===== config.mk =====
export PLATFORM = sky130hd
export DESIGN_NAME = intr_poll_loop
export DESIGN_NICKNAME = d
export VERILOG_FILES = /design/src/rtl/intr_poll_pkg.sv /design/src/rtl/ipl_seq_fsm.sv /design/src/rtl/ipl_fetch_port.sv /design/src/rtl/intr_poll_loop.sv
export SDC_FILE = /design/constraint.sdc
export NUM_CORES = 1
export LEC_CHECK = 0
export BUFFER_PORTS_ARGS = -buffer_cell sky130_fd_sc_hd__clkbuf_2
export CAP_MARGIN = 20
export CORE_AREA = 2 2 39 41
export CTS_BUF_LIST = sky130_fd_sc_hd__clkbuf_4 sky130_fd_sc_hd__clkbuf_8
export DETAILED_ROUTE_END_ITERATION = 6
export DIE_AREA = 0 0 41 43
export SLEW_MARGIN = 20
export SYNTH_ARGS = -nofsm -noshare
export SYNTH_HDL_FRONTEND = slang
export SYNTH_SLANG_ARGS = --single-unit

===== constraint.sdc =====
create_clock -name clk -period 1.1 [get_ports clk]
set_clock_uncertainty 0.1 [all_clocks]
set_input_delay 0.11 -clock clk [delete_from_list [all_inputs] [get_ports clk]]
set_output_delay 0.11 -clock clk [all_outputs]
set_load 0.01 [all_outputs]

===== src/rtl/intr_poll_pkg.sv =====
package intr_poll_pkg;

    typedef enum logic [2:0] {
        PL_OFF   = 3'd0,
        PL_ISSUE = 3'd1,
        PL_WAIT  = 3'd2,
        PL_FIN   = 3'd3,
        PL_HOLD  = 3'd4
    } poll_st_e;

    function automatic logic [7:0] bit_mask8(input int unsigned idx);
        logic [7:0] m;
        m = '0;
        m[idx[2:0]] = 1'b1;
        return m;
    endfunction

endpackage


===== src/rtl/ipl_seq_fsm.sv =====
module ipl_seq_fsm
    import intr_poll_pkg::*;
#(
    parameter int unsigned SEQ_W    = 3,
    parameter int unsigned DATA_W   = 8,
    parameter int unsigned STAT_BIT = 6,
    parameter logic [SEQ_W-1:0] ACTIVE_CODE = 3'b010
) (
    input  logic              clk,
    input  logic              rst_n,
    input  logic [SEQ_W-1:0]  seq_state,
    input  logic              xfer_done,
    input  logic [DATA_W-1:0] xfer_rdata,
    output logic              issue,
    output logic              finish
);

    localparam logic [DATA_W-1:0] STAT_MASK = DATA_W'(1) << STAT_BIT;

    poll_st_e cur_st;
    poll_st_e nxt_st;
    logic     enabled;
    logic     status_set;

    assign enabled    = (seq_state == ACTIVE_CODE);
    assign status_set = ((xfer_rdata & STAT_MASK) != '0);

    // state register
    always_ff @(posedge clk or negedge rst_n) begin
        if (!rst_n) begin
            cur_st <= PL_OFF;
        end else begin
            cur_st <= nxt_st;
        end
    end

    // transition logic
    always_comb begin
        nxt_st = cur_st;
        if (!enabled) begin
            nxt_st = PL_OFF;
        end else begin
            unique case (cur_st)
                PL_OFF:   nxt_st = PL_ISSUE;
                PL_ISSUE: nxt_st = PL_WAIT;
                PL_WAIT: begin
                    if (xfer_done) begin
                        nxt_st = status_set ? PL_ISSUE : PL_FIN;
                    end
                end
                PL_FIN:   nxt_st = PL_HOLD;
                PL_HOLD:  nxt_st = PL_HOLD;
                default:  nxt_st = PL_OFF;
            endcase
        end
    end

    // output decode
    always_comb begin
        issue  = 1'b0;
        finish = 1'b0;
        unique case (cur_st)
            PL_ISSUE: issue  = 1'b1;
            PL_FIN:   finish = 1'b1;
            default: begin
                issue  = 1'b0;
                finish = 1'b0;
            end
        endcase
    end

endmodule


===== src/rtl/ipl_fetch_port.sv =====
module ipl_fetch_port #(
    parameter int unsigned DATA_W = 8,
    parameter logic [DATA_W-1:0] STAT_ADDR = 8'h76,
    parameter bit READ_LEVEL = 1'b1
) (
    input  logic              issue,
    output logic              xfer_go,
    output logic              xfer_rd,
    output logic [DATA_W-1:0] xfer_addr,
    output logic [DATA_W-1:0] xfer_wdata
);

    generate
        if (READ_LEVEL) begin : g_rd_high
            assign xfer_rd = 1'b1;
        end else begin : g_rd_low
            assign xfer_rd = 1'b0;
        end
    endgenerate

    assign xfer_go    = issue;
    assign xfer_addr  = STAT_ADDR;
    assign xfer_wdata = '0;

endmodule


===== src/rtl/intr_poll_loop.sv =====
module intr_poll_loop #(
    parameter int unsigned SEQ_W    = 3,
    parameter int unsigned DATA_W   = 8,
    parameter int unsigned STAT_BIT = 6,
    parameter logic [SEQ_W-1:0]  ACTIVE_CODE = 3'b010,
    parameter logic [DATA_W-1:0] STAT_ADDR   = 8'h76
) (
    input  logic              clk,
    input  logic              rst_n,
    input  logic [SEQ_W-1:0]  seq_state,
    input  logic              xfer_done,
    input  logic [DATA_W-1:0] xfer_rdata,
    output logic              xfer_go,
    output logic              xfer_rd,
    output logic [DATA_W-1:0] xfer_addr,
    output logic [DATA_W-1:0] xfer_wdata,
    output logic              poll_done
);

    logic issue_w;
    logic finish_w;

    ipl_seq_fsm #(
        .SEQ_W       (SEQ_W),
        .DATA_W      (DATA_W),
        .STAT_BIT    (STAT_BIT),
        .ACTIVE_CODE (ACTIVE_CODE)
    ) u_fsm (
        .clk        (clk),
        .rst_n      (rst_n),
        .seq_state  (seq_state),
        .xfer_done  (xfer_done),
        .xfer_rdata (xfer_rdata),
        .issue      (issue_w),
        .finish     (finish_w)
    );

    ipl_fetch_port #(
        .DATA_W     (DATA_W),
        .STAT_ADDR  (STAT_ADDR),
        .READ_LEVEL (1'b1)
    ) u_port (
        .issue      (issue_w),
        .xfer_go    (xfer_go),
        .xfer_rd    (xfer_rd),
        .xfer_addr  (xfer_addr),
        .xfer_wdata (xfer_wdata)
    );

    assign poll_done = finish_w;

endmodule


[Word level (Yosys, flattened, before mapping)]
Cells that the tools add are included.
Storage, ports and cells
  output and inout port bits: 19
  bits in registers: 3
Operators by class
  equal/unequal tests: 6
  muxes and demuxes: 6
  reductions and logical operators: 2
Operator list (number)
  3-bit case mux with 4 select lines: 1
  3-bit by 2-bit == test with 1-bit output (second input constant): 3
  3-bit 2-to-1 mux: 2
  3-bit by 1-bit == test with 1-bit output (second input constant): 1
  3-bit == test (second input constant): 1
  3-bit logical NOT: 1
  3-bit != test (second input constant): 1
  1-bit 2-to-1 mux: 2
  2-bit 2-to-1 mux: 1
  2-bit OR reduction: 1

[Depth between registers and ports, before layout]
  word-level depth: 4
  depth in mapped cells: 3

[Hierarchy]
A second synthesis with hierarchy kept.
Second synthesis, totals
  cell total of the unflattened synthesis: 36
  area total of the unflattened synthesis: 307.8 um^2
Modules (own cells, without submodules)
  ipl_seq_fsm: instances 1, seq. area each 75.1 um^2, cells an instance 16, area each 165.2 um^2
  ipl_fetch_port: instances 1, seq. area each 0.0 um^2, cells an instance 20, area each 142.6 um^2

[Worst setup path before layout]
OpenSTA, ideal clock, no wires.
  path type: register to output
  start: reg u_fsm.cur_st[0]
  end: out xfer_go
  buffers on the path: 0
  path slack: 0.157 ns
  stages on the path, launching flop included: 2
  arrival time: 0.733 ns
  path through: dfrtp_1 nor3b_1
On the way
  cells in the longest elaborated chain, start to end: 2
Ends and longest elaborated chain
  start: declaration: line ipl_seq_fsm.sv:20  | poll_st_e cur_st;
  start signal: assignment: line ipl_seq_fsm.sv:33  | cur_st <= nxt_st;
  3-bit by 1-bit == test with 1-bit output: line ipl_seq_fsm.sv:62  | unique case (cur_st)
  1-bit 2-to-1 mux: line ipl_seq_fsm.sv:62
  end: declaration: line intr_poll_loop.sv:13  | output logic xfer_go,
Every way passes these cells.

[Worst setup path in the final report]
  start: reg u_fsm.cur_st[1]
  end: out poll_done
On the way
  cells in the longest elaborated chain, start to end: 2
Ends and longest elaborated chain
  3-bit by 2-bit == test with 1-bit output: line ipl_seq_fsm.sv:62
  1-bit 2-to-1 mux: line ipl_seq_fsm.sv:62
  end: declaration: line intr_poll_loop.sv:17  | output logic poll_done
Every way passes these cells.

==> metrics.md <==
| Metric | Value |
|---|---|
| Outcome | finished with violations |
| Failing checks | setup timing |
| Final nets | between 60 and 70 |
| Worst path slowest cell | dfrtp_1 |
| Unrepaired setup endpoints after global routing | yes |
| Seq/Total Area, Yosys | 25.3% |
| Total vias in the final route | 214 |
| Pin count of the biggest net entering global routing | 5 |
| Period minus WS final | 1170 ps |
| HPWL Detailed | 314 µm |
| Iter 0 DRT Violations | 3 |
| Overall Global Routing Usage | about 5.2% |
| # placed instances | 56 |
| Hold_sp | seq_state[0] |
| Worst setup margin | -65.8 ps |
| Most flops, register | u_fsm.cur_st |
| Post-route DRC | 0 |
| Max VDD drop | between 0.0003 and 0.0004 V |
| Layout cell share with drive strength beyond 1 | 41.7% |
| Cells after synthesis | 34 |
| Row count | 14 |
| H-tree depth | 1 |
| Worst-path fanout max | 4 |
| Worst endpoint required time | 890 ps |
| Vias per cell | between 3 and 4 |
| Crit. End Element | primary output |
| Crit path max-delay family | flip-flops |
| Reg2Reg Depth | 3 |
| Multiplexer share of the synthesized area | 3.38% |
| Synth-to-layout area growth | 20.3% |
| R2r setup slk | 50 ps |
| CTS max path bufs | 2 |
| Critical Path Sink | poll_done |
| Initial antenna violation count | 0 |
| Die Y | roughly 43 µm |
| Seq cells post-synth | 3 |
| Crit-path cells | nand2_1 -> nor2_2 -> buf_2 |
| Max cap viols | 0 |
| Num CTS Buffers | 3 |
| Pwr dens | 1080 nW/µm² |
| IO buf count | 8 |
| Worst min path class | primary input to register |
| Antenna Diode Count | 0 |
| Leak Pwr | 0.199 nW |
| Setup Viol. Count Final | 2 |
| Routed Wire Length | roughly 430 µm |
| Xor-xnor portion of the synthesized cell area | 0% |
| GRT overflow | 0 |
| CP bufs+invs | 1 |
| CTS tree | done |
| Routed WL per cell | a little under 7 µm |
| Crit share post-route | 106% |
| Clock sink count | 3 |
| Worst R2R Start | u_fsm.cur_st[2] |
| Clock slew at reported path FFs | 30 ps |
| Crit path largest cell delay | approximately 400 ps |
| Starting Density | 21.4% |
| # IOs | 33 |
| Regs by FF count | u_fsm.cur_st: 3 flops |
| DIE WIDTH | 41 µm |
| Max reg flops | 3 |
| Largest family of logic cells by synthesized area | buffers and inverters |
| 1st-pass router iterations | 4 |
| Syn_area_per_cell | 8.72 µm² |
| Full die area | 1760 µm² |
| Mapped Area | 297 µm² |
| FF-to-FF End | u_fsm.cur_st[0] |
| Synth Area in Compound Gates | 4.22% |
| Final-layout fill cell count | 169 |
| Core area | 1380 µm² |
| Final Hold Vio Count | 0 |
| Fmax | 0.858 GHz |
| Yosys warns | 0 |
| Worst skew pair latency | 230 ps |
| Routability cong. | 0.585 |
| Type of the worst setup path | register to primary output |
| Root Buffer | clkbuf_4 |
| Crit path from | u_fsm.cur_st[1] |
| Vias in the first global route | 171 |
| Pwr Total | 0.384 mW |
| Final ANT Viol Nets | 0 |
| Post-synthesis simple-gate area fraction | between 20% and 30% |
| First-pass GRT wire length | 565 µm |
| Critical path launch point type | register |
| Worst endpoint data arrival time | approximately 960 ps |
| Cell depth of the worst setup path | 3 |
| Adder-Cell Fraction of Synth Area | 0% |
| Finished Layout Cells | 64 |
| Final Max Tran Viols | 0 |
| Library cells used by synthesis | 14 |
## repair_timing
item | CTS | global route
hold buffers | 1 | 0
endpoints found under the setup margin | 2 | 3
gates resized for setup | 1 | 3
setup buffers | 3 | 0
pin swaps | 0 | 1
endpoints found under the hold margin | 3 | 0
## placed cells by master (no fill, tap or decap)
| master | instances |
|---|---|
| clkbuf_2 | 6 |
| clkbuf_4 | 4 |
| nand2_1 | 1 |
| nor3b_2 | 2 |
| nor3_2 | 1 |
| buf_4 | 3 |
| a21oi_2 | 1 |
| dlygate4sd3_1 | 1 |
| conb_1 | 17 |
| nor3b_1 | 1 |
| o21a_1 | 1 |
| buf_2 | 2 |
| nor2b_1 | 1 |
| mux2i_1 | 1 |
| nand2b_1 | 1 |
| nor2_1 | 1 |
| nor2_2 | 1 |
| dfrtp_1 | 3 |
## cells in the mapped netlist, drive strengths merged
cell type,instances,share of area (%)
buf,17,43
dfrtp,3,25
nor3b,3,9.3
conb,2,2.5
nor2,2,3.4
a21oi,1,1.7
mux2i,1,3.4
nand2,1,1.3
nand2b,1,2.1
nor2b,1,2.1
nor3,1,3.4
o21a,1,2.5
## kinds of logic (layout without fill, tap and decap cells)
kind of cell / after synthesis / count (layout)
multiplexers: 1 / 1
AND/OR/NAND/NOR: 9 / 9
other: 2 / 17
flip-flops: 3 / 3
AO/OA/AOI/OAI: 2 / 2
buffers and inverters: 17 / 16
## worst register-to-register path: stages (launching register included)
cell      delay [ps]
dfrtp_1          400
buf_4            150
nand2b_1         160
nor3_2           160
## per-layer routing
layer	GRT usage (%)	part of all wire (%)
met4	6.00	0
met3	3.14	13
met5	0	0
met1	3.57	28
met2	8.13	59
## worst min-delay path by stage
stage                            endpoint  slack, ps  cells past startpoint
after floorplan           u_fsm.cur_st[0]       -290                      0
after global placement    u_fsm.cur_st[0]       -190                      1
after detailed placement  u_fsm.cur_st[0]       -190                      1
after CTS                 u_fsm.cur_st[2]         40                      3
after global routing      u_fsm.cur_st[2]         60                      3
final                     u_fsm.cur_st[2]         40                      3
## final cells by class
type,instances,area [µm²],area share [%]
flip-flops and latches,3,75.1,21.1
repair buffers,12,72.6,20.4
well taps,16,20.0,5.61
clock buffers,4,30.0,8.42
multi-input cells,29,159,44.6
## stage by stage
stage / setup WS (ps) / util (%) / hold WS, ps / instance area (µm²) / TNS, ps
after floorplan: 157 / - / -286 / 353 / 0
after global routing: -114 / 25.8 / 55.3 / 357 / -208
final: -65.8 / 25.8 / 43.7 / 357 / -113
after global placement: 127 / 20.6 / -192 / 285 / 0
after detailed placement: 134 / 20.6 / -193 / 285 / 0
after CTS: -65.8 / 25.5 / 38.8 / 353 / -131
## report_power, final
| group | leakage [nW] | internal (mW) | switching (mW) |
|---|---|---|---|
| Combinational | 0.139 | 0.0196 | 0.0391 |
| Sequential | 0.0414 | 0.113 | 0.00206 |
| Clock | 0.0184 | 0.160 | 0.0508 |
Power figures use the tool's default switching activity.
